### src/rtl/act_canon_pkg.sv
package act_canon_pkg;

  function automatic longint binom(input int n, input int k);
    longint r;
    r = 1;
    if (k < 0 || k > n) return 0;
    for (int i = 1; i <= k; i++) r = r * longint'(n - k + i) / longint'(i);
    return r;
  endfunction

  function automatic longint fact(input int n);
    longint r;
    r = 1;
    for (int i = 2; i <= n; i++) r = r * longint'(i);
    return r;
  endfunction

  function automatic int width_of(input longint count);
    return (count > 1) ? $clog2(count) : 1;
  endfunction

endpackage

### src/rtl/act_sort_net.sv
module act_sort_net
  import act_canon_pkg::*;
#(
  parameter int G  = 4,
  parameter int AW = 2,
  parameter int IW = 2
) (
  input  logic                  clk,
  input  logic                  rst,
  input  logic                  en,
  input  logic                  in_valid,
  input  logic [G-1:0][AW-1:0]  in_vals,
  output logic                  out_valid,
  output logic [G-1:0][AW-1:0]  out_vals,
  output logic [G-1:0][IW-1:0]  out_idx
);

  logic [G-1:0][AW-1:0] st_v  [0:G-1];
  logic [G-1:0][IW-1:0] st_i  [0:G-1];
  logic                 st_q  [0:G-1];
  logic [G-1:0][AW-1:0] nx_v  [0:G-1];
  logic [G-1:0][IW-1:0] nx_i  [0:G-1];

  always_comb begin
    for (int s = 0; s < G; s++) begin
      if (s == 0) begin
        nx_v[s] = in_vals;
        for (int k = 0; k < G; k++) nx_i[s][k] = IW'(k);
      end else begin
        nx_v[s] = st_v[s-1];
        nx_i[s] = st_i[s-1];
      end
      for (int p = s % 2; p + 1 < G; p += 2) begin
        if (nx_v[s][p] > nx_v[s][p+1]) begin
          {nx_v[s][p], nx_v[s][p+1]} = {nx_v[s][p+1], nx_v[s][p]};
          {nx_i[s][p], nx_i[s][p+1]} = {nx_i[s][p+1], nx_i[s][p]};
        end
      end
    end
  end

  always_ff @(posedge clk) begin
    for (int s = 0; s < G; s++) begin
      if (rst) begin
        st_q[s] <= 1'b0;
      end else if (en) begin
        st_q[s] <= (s == 0) ? in_valid : st_q[s-1];
        st_v[s] <= nx_v[s];
        st_i[s] <= nx_i[s];
      end
    end
  end

  assign out_valid = st_q[G-1];
  assign out_vals  = st_v[G-1];
  assign out_idx   = st_i[G-1];

endmodule

### src/rtl/act_rank_stage.sv
module act_rank_stage
  import act_canon_pkg::*;
#(
  parameter int G   = 4,
  parameter int AW  = 2,
  parameter int IW  = 2,
  parameter int CIW = 6,
  parameter int PCW = 5
) (
  input  logic                  clk,
  input  logic                  rst,
  input  logic                  en,
  input  logic                  in_valid,
  input  logic [G-1:0][AW-1:0]  in_vals,
  input  logic [G-1:0][IW-1:0]  in_idx,
  output logic                  out_valid,
  output logic [CIW-1:0]        out_col,
  output logic [PCW-1:0]        out_perm
);

  localparam int V = 1 << AW;

  function automatic logic [G*V*CIW-1:0] build_rom();
    logic [G*V*CIW-1:0] r;
    r = '0;
    for (int i = 0; i < G; i++)
      for (int s = 0; s < V; s++)
        r[(i*V + s)*CIW +: CIW] = CIW'(binom(s + i, i + 1));
    return r;
  endfunction

  localparam logic [G*V*CIW-1:0] ROM = build_rom();

  logic [CIW-1:0] col_n;
  logic [PCW-1:0] perm_n;

  always_comb begin
    col_n  = '0;
    perm_n = '0;
    for (int i = 0; i < G; i++) begin
      int cnt;
      cnt = 0;
      for (int j = i + 1; j < G; j++)
        if (in_idx[j] < in_idx[i]) cnt++;
      perm_n = perm_n + PCW'(longint'(cnt) * fact(G - 1 - i));
      col_n  = col_n + ROM[(i*V + int'(in_vals[i]))*CIW +: CIW];
    end
  end

  always_ff @(posedge clk) begin
    if (rst) begin
      out_valid <= 1'b0;
    end else if (en) begin
      out_valid <= in_valid;
      out_col   <= col_n;
      out_perm  <= perm_n;
    end
  end

endmodule

### src/rtl/act_group_canon.sv
module act_group_canon
  import act_canon_pkg::*;
#(
  parameter int G   = 4,
  parameter int AW  = 2,
  localparam int V   = 1 << AW,
  localparam int IW  = width_of(longint'(G)),
  localparam int CIW = width_of(binom(V + G - 1, G)),
  localparam int PCW = width_of(fact(G))
) (
  input  logic              clk,
  input  logic              rst,
  input  logic              in_valid,
  output logic              in_ready,
  input  logic [G*AW-1:0]   in_data,
  output logic              out_valid,
  input  logic              out_ready,
  output logic [CIW-1:0]    out_col,
  output logic [PCW-1:0]    out_perm
);

  logic                 adv;
  logic                 srt_valid;
  logic [G-1:0][AW-1:0] srt_vals;
  logic [G-1:0][IW-1:0] srt_idx;

  assign adv      = ~out_valid | out_ready;
  assign in_ready = adv;

  act_sort_net #(.G(G), .AW(AW), .IW(IW)) u_sort (
    .clk(clk), .rst(rst), .en(adv),
    .in_valid(in_valid),
    .in_vals(in_data),
    .out_valid(srt_valid), .out_vals(srt_vals), .out_idx(srt_idx)
  );

  act_rank_stage #(.G(G), .AW(AW), .IW(IW), .CIW(CIW), .PCW(PCW)) u_rank (
    .clk(clk), .rst(rst), .en(adv),
    .in_valid(srt_valid), .in_vals(srt_vals), .in_idx(srt_idx),
    .out_valid(out_valid), .out_col(out_col), .out_perm(out_perm)
  );

endmodule

### config.mk
export PLATFORM = sky130hd
export DESIGN_NAME = act_group_canon
export DESIGN_NICKNAME = d
export VERILOG_FILES = /design/src/rtl/act_canon_pkg.sv /design/src/rtl/act_sort_net.sv /design/src/rtl/act_rank_stage.sv /design/src/rtl/act_group_canon.sv
export SDC_FILE = /design/constraint.sdc
export NUM_CORES = 1
export LEC_CHECK = 0
export BUFFER_PORTS_ARGS = -buffer_cell sky130_fd_sc_hd__buf_4
export CELL_PAD_IN_SITES_DETAIL_PLACEMENT = 1
export CELL_PAD_IN_SITES_GLOBAL_PLACEMENT = 1
export CORE_UTILIZATION = 51
export DETAILED_ROUTE_END_ITERATION = 10
export PLACE_DENSITY_LB_ADDON = 0.1
export SYNTH_ARGS = -nofsm -noshare
export SYNTH_HDL_FRONTEND = slang
export SYNTH_SLANG_ARGS = --single-unit
### constraint.sdc
create_clock -name clk -period 4.6 [get_ports clk]
set_clock_uncertainty 0.15 [all_clocks]
set_input_delay 0.23 -clock clk [delete_from_list [all_inputs] [get_ports clk]]
set_output_delay 0.23 -clock clk [all_outputs]
set_load 0.05 [all_outputs]
* After elaboration in Yosys (flattened, before gate mapping)
Memories as Yosys holds them, arrays and structs flattened. A register that Yosys moved wholly into a read port is not among the register bits. Index checks and enable logic that the tools add are counted.
Operators by class: add/sub/neg operators 11, $lt $le $gt $ge 12, reduce and logical (&&, ||, !) cells 1, multiplexer cells 27, multiply operators 5, shifts and indexed selects 4, bitwise logic cells 7
Operator list (count):
- 96-bit by 32-bit variable part select with 6-bit output (first input constant) | 4
- 32-bit by 3-bit multiplier with 31-bit output (second input constant) | 3
- 32-bit 2-to-1 mux | 2
- 4-bit 2-to-1 mux | 11
- 32-bit by 2-bit adder with 32-bit output (second input constant) | 1
- 32-bit by 3-bit multiplier with 4-bit output (second input constant) | 1
- 6-bit adder | 3
- 2-bit greater-than comparator | 6
- 2-bit < comparator | 6
- 1-bit 2-to-1 mux | 12
- 4-bit by 2-bit adder with 5-bit output (first input constant) | 2
- 3-bit 2-to-1 mux | 2
- 5-bit by 1-bit adder with 5-bit output | 1
- 5-bit adder | 1
- 1-bit bitwise OR | 5
- 1-bit by 1-bit adder with 2-bit output (second input constant) | 2
- 3-bit by 2-bit adder with 4-bit output (first input constant) | 1
- 2-bit by 2-bit multiplier with 4-bit output (second input constant) | 1
- 1-bit inverter | 2
- 2-bit AND reduction | 1
Word-level totals: flip-flop bits (word level) 11, word-level logic and storage cells 72, RAM bits 68, output and inout bits 13, memories 3
Memories:
- u_sort.st_i | depth 4, width 8, read ports 4, clocked after Yosys merged registers in 0, wr ports 4, line act_sort_net.sv:19 | logic [G-1:0][IW-1:0] st_i [0:G-1];
- u_sort.st_v | depth 4, width 8, read ports 4, clocked after Yosys merged registers in 0, wr ports 4, line act_sort_net.sv:18 | logic [G-1:0][AW-1:0] st_v [0:G-1];
- u_sort.st_q | depth 4, width 1, read ports 4, clocked after Yosys merged registers in 1, wr ports 4, line act_sort_net.sv:20 | logic st_q [0:G-1];

* Logic depth before layout (Yosys ltp)
An unclocked memory read counts as a cell.
depth in word-level cells 10, mapped depth 12, mapped depth without buffers 12

* Modules after synthesis
From an unflattened synthesis, not the netlist that was laid out.
Second synthesis, totals: cell total of the unflattened synthesis 307, area, all modules 4090.2 µm²
By module, submodules not included:
- act_sort_net | times used 1, area an instance 2819.0 µm², seq. area each 1861.8 µm², cells an instance 183
- act_rank_stage | times used 1, area an instance 1265.0 µm², seq. area each 350.3 µm², cells an instance 123
- act_group_canon | times used 1, area an instance 6.3 µm², seq. area each 0.0 µm², cells an instance 1

* Worst setup path before layout
No wires, ideal clock.
path type reg-to-reg, from reg u_rank.out_valid, read port of u_sort.st_q, to reg u_rank.out_col[0], enable pin, setup slack 0.287 ns, arrival 3.663 ns, required time 3.950 ns, buffers on the path 0, cell stages (with the launch flop) 3, cells stage by stage dfxtp_1 > nor2b_1 > nor2_1
Between the ends: cells in the longest elaborated chain, start to end 3
Ends and longest elaborated chain:
- start, declared | line act_rank_stage.sv:16 | output logic out_valid,
- 1-bit inverter | line act_group_canon.sv:27 | assign adv = ~out_valid | out_ready;
- 1-bit bitwise OR | line act_group_canon.sv:27
- 2-bit AND reduction (no line)
- end signal, assigned | line act_rank_stage.sv:55 | out_col <= col_n;
- end, declared | line act_rank_stage.sv:17 | output logic [CIW-1:0] out_col,
Every way passes these cells. A chain may end at the register's enable or synchronous reset.

==> run metrics <==
status finished clean; antenna violations before repair 0; max-cap check violation count 0; Initial Util 0.535; number of detailed-routing iterations run before antenna repair 4; die height roughly 90 µm; setup repair after global routing missed its margin no; fin util 0.611; cell type with the highest occurrence count on the critical path sky130_fd_sc_hd__fa_1; number of buffers inserted by hold repair at cts 2; Synth Area per Inst about 14 µm²; Worst-Skew Late Latency approximately 0.35 ns; via count between 2000 and 2500; async set or reset register ratio after synthesis 0; Bufs on Longest Clock Path 2; Power Dens Cells about 460 nW/µm²; total clock buffers created by CTS 9; slew at the pin with the worst max-slew slack 0.955 ns; worst reg-to-reg setup slack about 1.2 ns; Peak supply drop about 0.23 mV; number of clock sinks 74; LEAKAGE 2.00 nW; classification of the worst-slack hold path input port to flip-flop; Post-Synthesis Cell Area 3950 µm²; number of synthesized register bits 74; cell with the most instances after synthesis sky130_fd_sc_hd__edfxtp_1; antenna cell count 0; Slowest Stage Delay on Critical Path 0.52 ns; number of flops mapped to enable cells by yosys 73; clock tree from TritonCTS yes; Hold Path Origin in_data[3]; sequential share of the synthesized area 0.561; Post-Synth XOR/XNOR Area 0.0178; H-tree depth reported by CTS 3; post-CTS setup buffer count 0; Layout area overhead 14.1%; Post-Route WL slightly below 6000 µm; crit path DAT ~3.4 ns; Resized cells post-CTS 0; core outline area roughly 7400 µm²; GRT Resource Usage Total 0.161; largest area contributor in the netlist sky130_fd_sc_hd__edfxtp_1; predominant post-synthesis flop cell sky130_fd_sc_hd__edfxtp_1; share of synthesized area spent on multiplexers 0.0682; start-to-end type of the worst setup path flip-flop to flip-flop; die area about 8100 µm²; clock transition at the register clock pins on the worst setup and hold paths after CTS around 0.080 ns; timing-limited maximum frequency a little under 300 MHz; HPWL after detailed placement about 4200 µm; count of pins over their slew limit 0; Synth Area in Adders 0.211; final worst path period need roughly 3.4 ns; total I/O pin count 25; Unique masters post-synth 24; Worst R2R Path Depth 10; number of design-rule violations left by the first detailed-router iteration 77; most numerous cell types in the synthesized netlist sky130_fd_sc_hd__edfxtp_1, sky130_fd_sc_hd__inv_1, sky130_fd_sc_hd__ha_1, sky130_fd_sc_hd__mux2_2, sky130_fd_sc_hd__nor2_1; post-synth top area share 0.556; root buffer cell sky130_fd_sc_hd__clkbuf_8; Hold Path Cell Cnt 2; floorplan die width ~90 µm; multi-input logic area around 1500 µm²; cell with the largest stage delay on the worst path sky130_fd_sc_hd__edfxtp_1; number of standard cells after synthesis between 200 and 300; number of standard-cell rows in the floorplan 31; area taken by flip-flops and latches ~2200 µm²; worst-path cell chain ha_1 -> o22ai_1 -> fa_1 -> inv_1 -> fa_1 -> ha_1 -> fa_1 -> a21o_1 -> a21oi_1 -> xnor2_1; setup TNS after final layout 0 ns; critical register-to-register path endpoint u_rank.out_col[5]$_DFFE_PP_; Avg WL per Cell 13.7 µm; final hold vios 0; antenna viol nets, final 0; final-stage net count ~390; kind of capture point of the worst setup path flip-flop; peak fanout along the critical path 9; layout filler cell count 726; Min-Delay Endpoint u_sort.st_v[0][1]$_DFFE_PP_; Synth Warn # 0; period utilization 0.741; r2r startpoint u_sort.st_v[3][3]$_DFFE_PP_; combinational family with the most area after synthesis adder cells; simple logic cell fraction of the synthesized area 0.0438; largest net degree at the start of global routing 38; routability congestion estimate from global placement between 0.7 and 0.8; fraction of layout instances using a drive strength above 1 0.226; post-synthesis compound-gate area fraction 0.0438; post-route DRC violation count 0; Critical Path RT ~4.6 ns; total congestion overflow after global routing 0; post-DR vias/cell between 4 and 5; count of input and output buffers 24; kind of start point of the critical path flip-flop; wire length of the first global-routing pass around 10000 µm; Setup Viol. Count Final 0; top area cells in the synthesized netlist sky130_fd_sc_hd__edfxtp_1, sky130_fd_sc_hd__ha_1, sky130_fd_sc_hd__mux2_2, sky130_fd_sc_hd__inv_1, sky130_fd_sc_hd__fa_1; worst-case headroom to the max-slew limit 0.362; vias in the first global route approximately 2200
[flip-flops by register name, summed over array words and instances (netlist names)]
name / cells
u_sort.st_i: 26
u_sort.st_v: 32
u_rank.out_valid: 1
u_sort.st_q: 4
u_rank.out_perm: 5
u_rank.out_col: 6
[critical path: cells and delay by family (launching register included)]
family	cells	cell delay, ns
xor+xnor	1	0.09
compound gates	3	0.54
fa+ha+maj	5	1.80
buf+inv	1	0.08
flops	1	0.52
[worst max path at each step]
stage / to / start / depth (start not counted) / slack [ns]
final: u_rank.out_col[5]$_DFFE_PP_ / u_sort.st_v[3][3]$_DFFE_PP_ / 10 / 1.19
after global routing: u_rank.out_col[5]$_DFFE_PP_ / u_sort.st_v[3][3]$_DFFE_PP_ / 10 / 1.04
after global placement: u_rank.out_col[5]$_DFFE_PP_ / u_sort.st_v[3][3]$_DFFE_PP_ / 10 / 1.27
after detailed placement: u_rank.out_col[5]$_DFFE_PP_ / u_sort.st_v[3][3]$_DFFE_PP_ / 10 / 1.19
after CTS: u_rank.out_col[5]$_DFFE_PP_ / u_sort.st_v[3][3]$_DFFE_PP_ / 10 / 1.18
after floorplan: u_rank.out_col[0]$_DFFE_PP_ / u_rank.out_valid$_SDFFE_PP0N_ / 2 / 0.29
[per-layer routing]
layer,GRT usage,up-vias,part of all wire,wire length (µm)
met1,0.162,1012,0.39,2250
met5,0,-,0,0
met3,0.0457,8,0.032,184
li1,-,1024,-,-
met4,0.0565,0,0.014,83
met2,0.312,28,0.56,3260
[cells by family (layout without fill, tap and decap cells)]
kind of cell               Yosys count  in the layout
AOI/OAI and AO/OA                   22             22
xor gates and xnor gates             8              8
and+or+nand+nor                     32             32
other                                1              2
muxes                               24             24
buffers and inverters               57            100
DFF                                 74             74
adders and majority gates           61             61
[power breakdown]
| group | internal, mW | switching [mW] | total [mW] | leakage [nW] |
|---|---|---|---|---|
| Clock | 0.272 | 0.258 | 0.530 | 0.107 |
| Sequential | 0.877 | 0.0375 | 0.914 | 0.724 |
| Combinational | 0.244 | 0.365 | 0.609 | 1.16 |
[cell type report]
class	count	area share
sequential	74	0.492
multi-input combinational	149	0.340
inverter	57	0.0476
timing repair buffer	27	0.0462
clock buffer	10	0.0306
tap	99	0.0275
clock inverter	6	0.0164
[through the flow]
stage | cell area (µm²) | setup WS, ns | power, mW | hold slack [ns] | cells
6_report | 4500 | 1.19 | 2.05 | 0.0480 | 422
5_1_grt | 4500 | 1.04 | 2.17 | 0.0422 | 422
4_1_cts | 4500 | 1.18 | 2.08 | 0.0335 | 422
3_5_place_dp | 4270 | 1.19 | 1.55 | 0.256 | 404
3_3_place_gp | 4270 | 1.27 | 1.52 | 0.253 | 404
2_1_floorplan | 3950 | 0.287 | 1.38 | 0.152 | 280
[cells in the final DEF (no fill, tap or decap)]
master / netlist / layout
sky130_fd_sc_hd__o21a_1: 1 / 1
sky130_fd_sc_hd__bufinv_16: 0 / 1
sky130_fd_sc_hd__a21oi_2: 1 / 1
sky130_fd_sc_hd__nand2b_1: 10 / 10
sky130_fd_sc_hd__fa_1: 9 / 9
sky130_fd_sc_hd__o21ai_0: 2 / 2
sky130_fd_sc_hd__conb_1: 1 / 2
sky130_fd_sc_hd__nor2_4: 0 / 1
sky130_fd_sc_hd__nor2b_1: 2 / 2
sky130_fd_sc_hd__dfxtp_1: 1 / 1
sky130_fd_sc_hd__o31ai_1: 1 / 1
sky130_fd_sc_hd__o22ai_1: 1 / 1
sky130_fd_sc_hd__xor2_1: 3 / 3
sky130_fd_sc_hd__xnor2_1: 5 / 5
sky130_fd_sc_hd__a21oi_1: 7 / 7
sky130_fd_sc_hd__nor2_1: 11 / 10
sky130_fd_sc_hd__buf_4: 0 / 25
sky130_fd_sc_hd__o22ai_2: 6 / 6
sky130_fd_sc_hd__a21o_1: 3 / 3
sky130_fd_sc_hd__inv_1: 57 / 57
sky130_fd_sc_hd__inv_6: 0 / 2
sky130_fd_sc_hd__and3_1: 1 / 1
sky130_fd_sc_hd__and2_1: 7 / 7
sky130_fd_sc_hd__mux2i_1: 1 / 1
sky130_fd_sc_hd__clkbuf_8: 0 / 10
sky130_fd_sc_hd__clkinv_4: 0 / 3
sky130_fd_sc_hd__ha_1: 52 / 52
sky130_fd_sc_hd__or2_2: 1 / 1
sky130_fd_sc_hd__dlygate4sd3_1: 0 / 2
sky130_fd_sc_hd__mux2_2: 23 / 23
sky130_fd_sc_hd__edfxtp_1: 73 / 73
(Power assumes the default switching activity.)
